### config.mk
export PLATFORM = sky130hd
export DESIGN_NAME = dva_walker
export DESIGN_NICKNAME = d
export VERILOG_FILES = /design/src/rtl/walker_pkg.sv /design/src/rtl/ptw_index.sv /design/src/rtl/ptw_l1_check.sv /design/src/rtl/ptw_leaf_check.sv /design/src/rtl/dva_walker.sv
export SDC_FILE = /design/constraint.sdc
export NUM_CORES = 1
export LEC_CHECK = 0
export BUFFER_PORTS_ARGS = -buffer_cell sky130_fd_sc_hd__buf_2
export CORE_MARGIN = 2
export CORE_UTILIZATION = 44
export DETAILED_ROUTE_END_ITERATION = 16
export PLACE_DENSITY = 0.8
export SLEW_MARGIN = 20
export SYNTH_ARGS = -nofsm -noshare
export SYNTH_HDL_FRONTEND = slang
export SYNTH_HIERARCHICAL = 1
export SYNTH_SLANG_ARGS = --single-unit
export TNS_END_PERCENT = 5
### constraint.sdc
create_clock -name clk_i -period 3.7 [get_ports clk_i]
set_input_delay 0.37 -clock clk_i [delete_from_list [all_inputs] [get_ports clk_i]]
set_output_delay 0.37 -clock clk_i [all_outputs]
set_load 0.01 [all_outputs]
### src/rtl/walker_pkg.sv
package walker_pkg;
  localparam int PAGE_BITS = 14;
  localparam int IDX_W     = 11;
  localparam int OFF4_W    = PAGE_BITS - 2;
  localparam int ENT_W     = 64;

  localparam logic [1:0] MODE_OFF    = 2'd0;
  localparam logic [1:0] MODE_XLATE  = 2'd1;
  localparam logic [1:0] MODE_BYPASS = 2'd2;

  localparam logic [2:0] CAUSE_NONE = 3'd0;
  localparam logic [2:0] CAUSE_OFF  = 3'd1;
  localparam logic [2:0] CAUSE_BASE = 3'd2;
  localparam logic [2:0] CAUSE_L1   = 3'd3;
  localparam logic [2:0] CAUSE_LEAF = 3'd4;
  localparam logic [2:0] CAUSE_WIN  = 3'd5;

  typedef enum logic [2:0] {
    ST_IDLE, ST_L1_REQ, ST_L1_WAIT, ST_L2_REQ, ST_L2_WAIT, ST_RESP
  } walk_state_e;
endpackage

### src/rtl/ptw_index.sv
module ptw_index import walker_pkg::*; #(
  parameter int VA_W   = 32,
  parameter int TSEL_W = 2
) (
  input  logic [VA_W-1:0]   va_i,
  output logic [IDX_W-1:0]  l1_idx_o,
  output logic [IDX_W-1:0]  l2_idx_o,
  output logic [TSEL_W-1:0] tsel_o,
  output logic [OFF4_W-1:0] off4_o
);
  localparam int EXT_W = PAGE_BITS + 2*IDX_W + TSEL_W;

  logic [EXT_W-1:0] va_ext;

  generate
    if (VA_W >= EXT_W) begin : g_trunc
      assign va_ext = va_i[EXT_W-1:0];
      if (VA_W > EXT_W) begin : g_hi
        logic unused_hi;
        assign unused_hi = ^va_i[VA_W-1:EXT_W];
      end
    end else begin : g_ext
      assign va_ext = {{(EXT_W-VA_W){1'b0}}, va_i};
    end
  endgenerate

  logic unused_byte;
  assign unused_byte = ^va_ext[1:0];

  assign off4_o   = va_ext[PAGE_BITS-1:2];
  assign l2_idx_o = va_ext[PAGE_BITS +: IDX_W];
  assign l1_idx_o = va_ext[PAGE_BITS+IDX_W +: IDX_W];
  assign tsel_o   = va_ext[EXT_W-1 -: TSEL_W];
endmodule

### src/rtl/ptw_l1_check.sv
module ptw_l1_check import walker_pkg::*; #(
  parameter int FLD_W = 36,
  parameter int SHIFT = 4,
  localparam int PA_W = FLD_W + SHIFT
) (
  input  logic [ENT_W-1:0]          entry_i,
  output logic                      ok_o,
  output logic [PA_W-PAGE_BITS-1:0] page_o
);
  logic [PA_W-1:0] pa_full;
  assign pa_full = PA_W'(entry_i[FLD_W-1:0]) << SHIFT;
  assign page_o  = pa_full[PA_W-1:PAGE_BITS];
  assign ok_o    = (entry_i[1:0] == 2'b11);

  logic unused_l1;
  assign unused_l1 = ^{entry_i[ENT_W-1:FLD_W], pa_full[PAGE_BITS-1:0]};
endmodule

### src/rtl/ptw_leaf_check.sv
module ptw_leaf_check import walker_pkg::*; #(
  parameter int FLD_W = 36,
  parameter int SHIFT = 4,
  localparam int PA_W = FLD_W + SHIFT
) (
  input  logic [ENT_W-1:0]          entry_i,
  input  logic [OFF4_W-1:0]         off4_i,
  output logic [2:0]                cause_o,
  output logic [PA_W-PAGE_BITS-1:0] page_o
);
  logic [OFF4_W-1:0] win_lo, win_hi;
  logic [PA_W-1:0]   pa_full;

  assign win_lo  = entry_i[63:52];
  assign win_hi  = entry_i[51:40];
  assign pa_full = PA_W'(entry_i[FLD_W-1:0]) << SHIFT;
  assign page_o  = pa_full[PA_W-1:PAGE_BITS];

  always_comb begin
    if (!entry_i[0])                                       cause_o = CAUSE_LEAF;
    else if (!entry_i[1] && (off4_i < win_lo || off4_i > win_hi)) cause_o = CAUSE_WIN;
    else                                                   cause_o = CAUSE_NONE;
  end

  logic unused_pa;
  assign unused_pa = ^pa_full[PAGE_BITS-1:0];

  generate
    if (FLD_W < 40) begin : g_gap
      logic unused_gap;
      assign unused_gap = ^entry_i[39:FLD_W];
    end
  endgenerate
endmodule

### src/rtl/dva_walker.sv
module dva_walker import walker_pkg::*; #(
  parameter int VA_W   = 32,
  parameter int SID_W  = 8,
  parameter int N_BASE = 4,
  parameter int FLD_W  = 36,
  parameter int SHIFT  = 4,
  localparam int PA_W   = FLD_W + SHIFT,
  localparam int BASE_W = PA_W - PAGE_BITS,
  localparam int TSEL_W = (N_BASE > 1) ? $clog2(N_BASE) : 1
) (
  input  logic                           clk_i,
  input  logic                           rst_ni,
  input  logic                           req_valid_i,
  output logic                           req_ready_o,
  input  logic [SID_W-1:0]               req_sid_i,
  input  logic [VA_W-1:0]                req_va_i,
  input  logic [1:0]                     req_mode_i,
  input  logic [N_BASE-1:0][BASE_W-1:0]  req_base_i,
  input  logic [N_BASE-1:0]              req_base_vld_i,
  output logic                           rsp_valid_o,
  input  logic                           rsp_ready_i,
  output logic                           rsp_fault_o,
  output logic [2:0]                     rsp_cause_o,
  output logic [PA_W-1:0]                rsp_pa_o,
  output logic [VA_W-1:0]                rsp_va_o,
  output logic [SID_W-1:0]               rsp_sid_o,
  output logic                           mem_req_valid_o,
  input  logic                           mem_req_ready_i,
  output logic [PA_W-1:0]                mem_addr_o,
  input  logic                           mem_rsp_valid_i,
  input  logic [ENT_W-1:0]               mem_rsp_data_i
);
  walk_state_e       state_q;
  logic [VA_W-1:0]   va_q;
  logic [SID_W-1:0]  sid_q;
  logic [BASE_W-1:0] page_q;
  logic [PA_W-1:0]   pa_q;
  logic [2:0]        cause_q;

  logic [VA_W-1:0]   va_sel;
  logic [IDX_W-1:0]  l1_idx, l2_idx;
  logic [TSEL_W-1:0] tsel;
  logic [OFF4_W-1:0] off4;
  logic              l1_ok;
  logic [BASE_W-1:0] l1_page, leaf_page;
  logic [2:0]        leaf_cause;

  // index logic is shared: incoming address while idle, held address while walking
  assign va_sel = (state_q == ST_IDLE) ? req_va_i : va_q;

  ptw_index #(.VA_W(VA_W), .TSEL_W(TSEL_W)) u_index (
    .va_i(va_sel), .l1_idx_o(l1_idx), .l2_idx_o(l2_idx), .tsel_o(tsel), .off4_o(off4)
  );

  ptw_l1_check #(.FLD_W(FLD_W), .SHIFT(SHIFT)) u_l1 (
    .entry_i(mem_rsp_data_i), .ok_o(l1_ok), .page_o(l1_page)
  );

  ptw_leaf_check #(.FLD_W(FLD_W), .SHIFT(SHIFT)) u_leaf (
    .entry_i(mem_rsp_data_i), .off4_i(off4), .cause_o(leaf_cause), .page_o(leaf_page)
  );

  always_ff @(posedge clk_i or negedge rst_ni) begin
    if (!rst_ni) begin
      state_q <= ST_IDLE;
      va_q    <= '0;
      sid_q   <= '0;
      page_q  <= '0;
      pa_q    <= '0;
      cause_q <= CAUSE_NONE;
    end else begin
      unique case (state_q)
        ST_IDLE: if (req_valid_i) begin
          va_q    <= req_va_i;
          sid_q   <= req_sid_i;
          pa_q    <= '0;
          cause_q <= CAUSE_NONE;
          if (req_mode_i == MODE_BYPASS) begin
            pa_q    <= PA_W'(req_va_i);
            state_q <= ST_RESP;
          end else if (req_mode_i != MODE_XLATE) begin
            cause_q <= CAUSE_OFF;
            state_q <= ST_RESP;
          end else if (!req_base_vld_i[tsel]) begin
            cause_q <= CAUSE_BASE;
            state_q <= ST_RESP;
          end else begin
            page_q  <= req_base_i[tsel];
            state_q <= ST_L1_REQ;
          end
        end
        ST_L1_REQ: if (mem_req_ready_i) state_q <= ST_L1_WAIT;
        ST_L1_WAIT: if (mem_rsp_valid_i) begin
          if (l1_ok) begin
            page_q  <= l1_page;
            state_q <= ST_L2_REQ;
          end else begin
            cause_q <= CAUSE_L1;
            state_q <= ST_RESP;
          end
        end
        ST_L2_REQ: if (mem_req_ready_i) state_q <= ST_L2_WAIT;
        ST_L2_WAIT: if (mem_rsp_valid_i) begin
          cause_q <= leaf_cause;
          if (leaf_cause == CAUSE_NONE) pa_q <= {leaf_page, va_q[PAGE_BITS-1:0]};
          state_q <= ST_RESP;
        end
        ST_RESP: if (rsp_ready_i) state_q <= ST_IDLE;
        default: state_q <= ST_IDLE;
      endcase
    end
  end

  assign req_ready_o     = (state_q == ST_IDLE);
  assign mem_req_valid_o = (state_q == ST_L1_REQ) || (state_q == ST_L2_REQ);
  assign mem_addr_o      = {page_q, (state_q == ST_L1_REQ) ? l1_idx : l2_idx, 3'b000};
  assign rsp_valid_o     = (state_q == ST_RESP);
  assign rsp_fault_o     = (cause_q != CAUSE_NONE);
  assign rsp_cause_o     = cause_q;
  assign rsp_pa_o        = pa_q;
  assign rsp_va_o        = va_q;
  assign rsp_sid_o       = sid_q;
endmodule

==> flow_summary_export.csv <==
group,metric,value,unit
die,dieHeight,137,um
drt,drtAntennaViolNets,0,
power_and_ir_drop,max-vdd-ir-drop,0.000441,V
cells_and_area,multi_input_area,0.00421,mm^2
drt,wl_per_cell,19.5,um
cells_and_area,drive_gt1_share,64.2,%
timing,period_share,99.8,%
worst_hold_path,hold_path.class,"in -> async",
place,place_congestion,0.851,
die,die_area,0.0187,mm^2
critical_path,endpoint_kind,"flip-flop",
job,drv_cap,0,
critical_path,crit_type,"reg -> reg",
critical_path,cp-start-kind,"flip-flop",
die,start_util,45.0,%
clocking,clock_sinks,112,
synth,syn_inst,696,
cells_and_area,regArea,0.00280,mm^2
timing,period_needed,3.69,ns
synth,ys.warnings.count,6,
clocking,cts_root_buffer,"clkbuf_16",
clocking,cts-buffers-inserted,9,
drt,wl,23000,um
timing,final_hold_viol_count,0,
global_route,grt_remaining_overflow,0,
drt,viasPerCell,5.22,
global_route,grt_pass1_vias,5998,
timing,rsz0062_at_grt,"yes",
clocking,cts_tree,"built",
cells_and_area,area_growth,26.4,%
die,coreArea,0.0172,mm^2
drt,drc_errors,0,
outcome,status,"complete, no violations",
drt,first_iter_violations,233,
place,place_hpwl,17000,um
drt,first_pass_iters,5,
global_route,grt_pass1_wl,32200,um
critical_path,crit_fanout,7,
clocking,clk_pin_slew,0.08,ns
clocking,clk_latency,0.35,ns
cells_and_area,nNetsFinal,1197,
power_and_ir_drop,p_leak,0.00476,uW
power_and_ir_drop,finalPower,7740,uW
clocking,ctsHoldBuffers,0,
synth,syn_area_per_cell,11.1,um^2
die,die_x,137,um
timing,slew_headroom,38.8,%
timing,fmax,271,MHz
drt,vias,6177,
synth,syn_area,0.00775,mm^2
clocking,htreeDepth,3,
clocking,cts.path.max_buffers,2,
cells_and_area,fin_util,56.8,%
critical_path,cp.arrival,3.93,ns
place,io_buffers,331,
timing,setup_viol,0,
power_and_ir_drop,powerDensity,790,mW/mm^2
global_route,grt_use_total,22.7,%
timing,fin_skew,0.0105,ns
global_route,antenna_found_initial,1,
cells_and_area,fillCellCount,1447,
die,rows,48,
global_route,grt_max_degree,71,
timing,tightest_slew,0.918,ns
critical_path,worstPathRequired,3.94,ns
timing,report.final.slew_viol_count,0,
die,ioPinCount,347,
[area by class of cell]
type	instances	share of cell area, %
timing repair buffer	370	21.0
multi-input combinational	421	43.0
sequential	112	28.6
clock inverter	6	0.741
clock buffer	10	2.34
antenna	1	0.0255
inverter	38	1.46
tap	225	2.87
[routing by layer]
layer  wire length (um)  track usage, %
met1               8650            26.7
met2              12200            40.7
met3               1400            4.15
met4                827            9.20
met5                  0               0
[layout by cell type, fill, tap and decap left out, types with 2 or more instances in the layout]
master / instances
mux2_4: 8
a21oi_1: 7
o21a_1: 2
mux2_1: 3
nor2b_1: 2
conb_1: 10
buf_6: 2
nand2_1: 78
buf_2: 330
and2_1: 2
buf_12: 5
ha_2: 3
a21oi_2: 4
or2_2: 3
o31ai_1: 2
dfrtp_1: 112
inv_1: 38
mux2i_1: 10
nand3_1: 2
ha_4: 10
inv_6: 3
ha_1: 12
buf_4: 31
nor3_4: 2
a21o_1: 2
nand4_1: 2
nand2b_1: 3
nand3_2: 2
o21ai_0: 34
mux4_1: 2
mux2_2: 155
nor2_1: 3
clkbuf_16: 11
nand3b_1: 2
mux4_2: 25
[through the flow]
stage | cell area [um^2] | cells | TNS, ns | setup WS (ns) | hold WS [ns]
2_1_floorplan | 7790 | 703 | -0.683 | -0.0237 | 0.0744
3_3_place_gp | 9030 | 1144 | 0 | 0.0505 | 0.463
3_5_place_dp | 9030 | 1144 | 0 | 0.0324 | 0.481
4_1_cts | 9330 | 1160 | 0 | 0.00777 | 0.179
5_1_grt | 9800 | 1183 | -2.32 | -0.116 | 0.217
6_report | 9800 | 1183 | 0 | 0.00564 | 0.136
[registers in the layout, indices dropped and copies added (netlist names)]
| name | flops |
|---|---|
| page_q | 26 |
| rsp_pa_o | 40 |
| state_q | 3 |
| rsp_va_o | 32 |
| rsp_sid_o | 8 |
| rsp_cause_o | 3 |
[timing repair]
action / in CTS / in global routing
endpoints found under the setup margin: 0 / 33
buffers inserted: 0 / 19
resized for setup: 0 / 38
[critical path, cell delays in order (launching register included)]
cell,delay (ns)
dfrtp_1,0.41
nor3_4,0.31
buf_12,0.17
buf_4,0.12
mux2_4,0.32
ha_1,0.31
and3_1,0.24
nand3_2,0.11
o31ai_4,0.27
o221ai_2,0.14
nor3_2,0.20
a22oi_2,0.10
a21oi_4,0.22
buf_6,0.16
clkbuf_16,0.15
mux2_2,0.33
[where the power goes]
| group | leakage, uW | internal (uW) | switching (uW) |
|---|---|---|---|
| Combinational | 0.00323 | 2350 | 2190 |
| Sequential | 0.00139 | 1820 | 352 |
| Clock | 0.000150 | 539 | 495 |
[worst paths after layout]
| path | slack (ns) | cells after the start | startpoint | end |
|---|---|---|---|---|
| max reg2reg | 0.006 | 15 | state_q[2]$_DFFE_PN0P_ | rsp_pa_o[1]$_DFFE_PN0P_ |
| min | 0.14 | 1 | rst_ni | rsp_pa_o[7]$_DFFE_PN0P_ |
| max | 0.006 | 15 | state_q[2]$_DFFE_PN0P_ | rsp_pa_o[1]$_DFFE_PN0P_ |
| min in group clk_i | 0.24 | 2 | req_sid_i[5] | rsp_sid_o[5]$_DFFE_PN0P_ |
| min reg2reg | 0.49 | 1 | rsp_pa_o[30]$_DFFE_PN0P_ | rsp_pa_o[30]$_DFFE_PN0P_ |
| max in group asynchronous | 2.55 | 2 | rst_ni | page_q[5]$_DFFE_PN0P_ |
No activity file was read; power rests on OpenSTA's default activity.
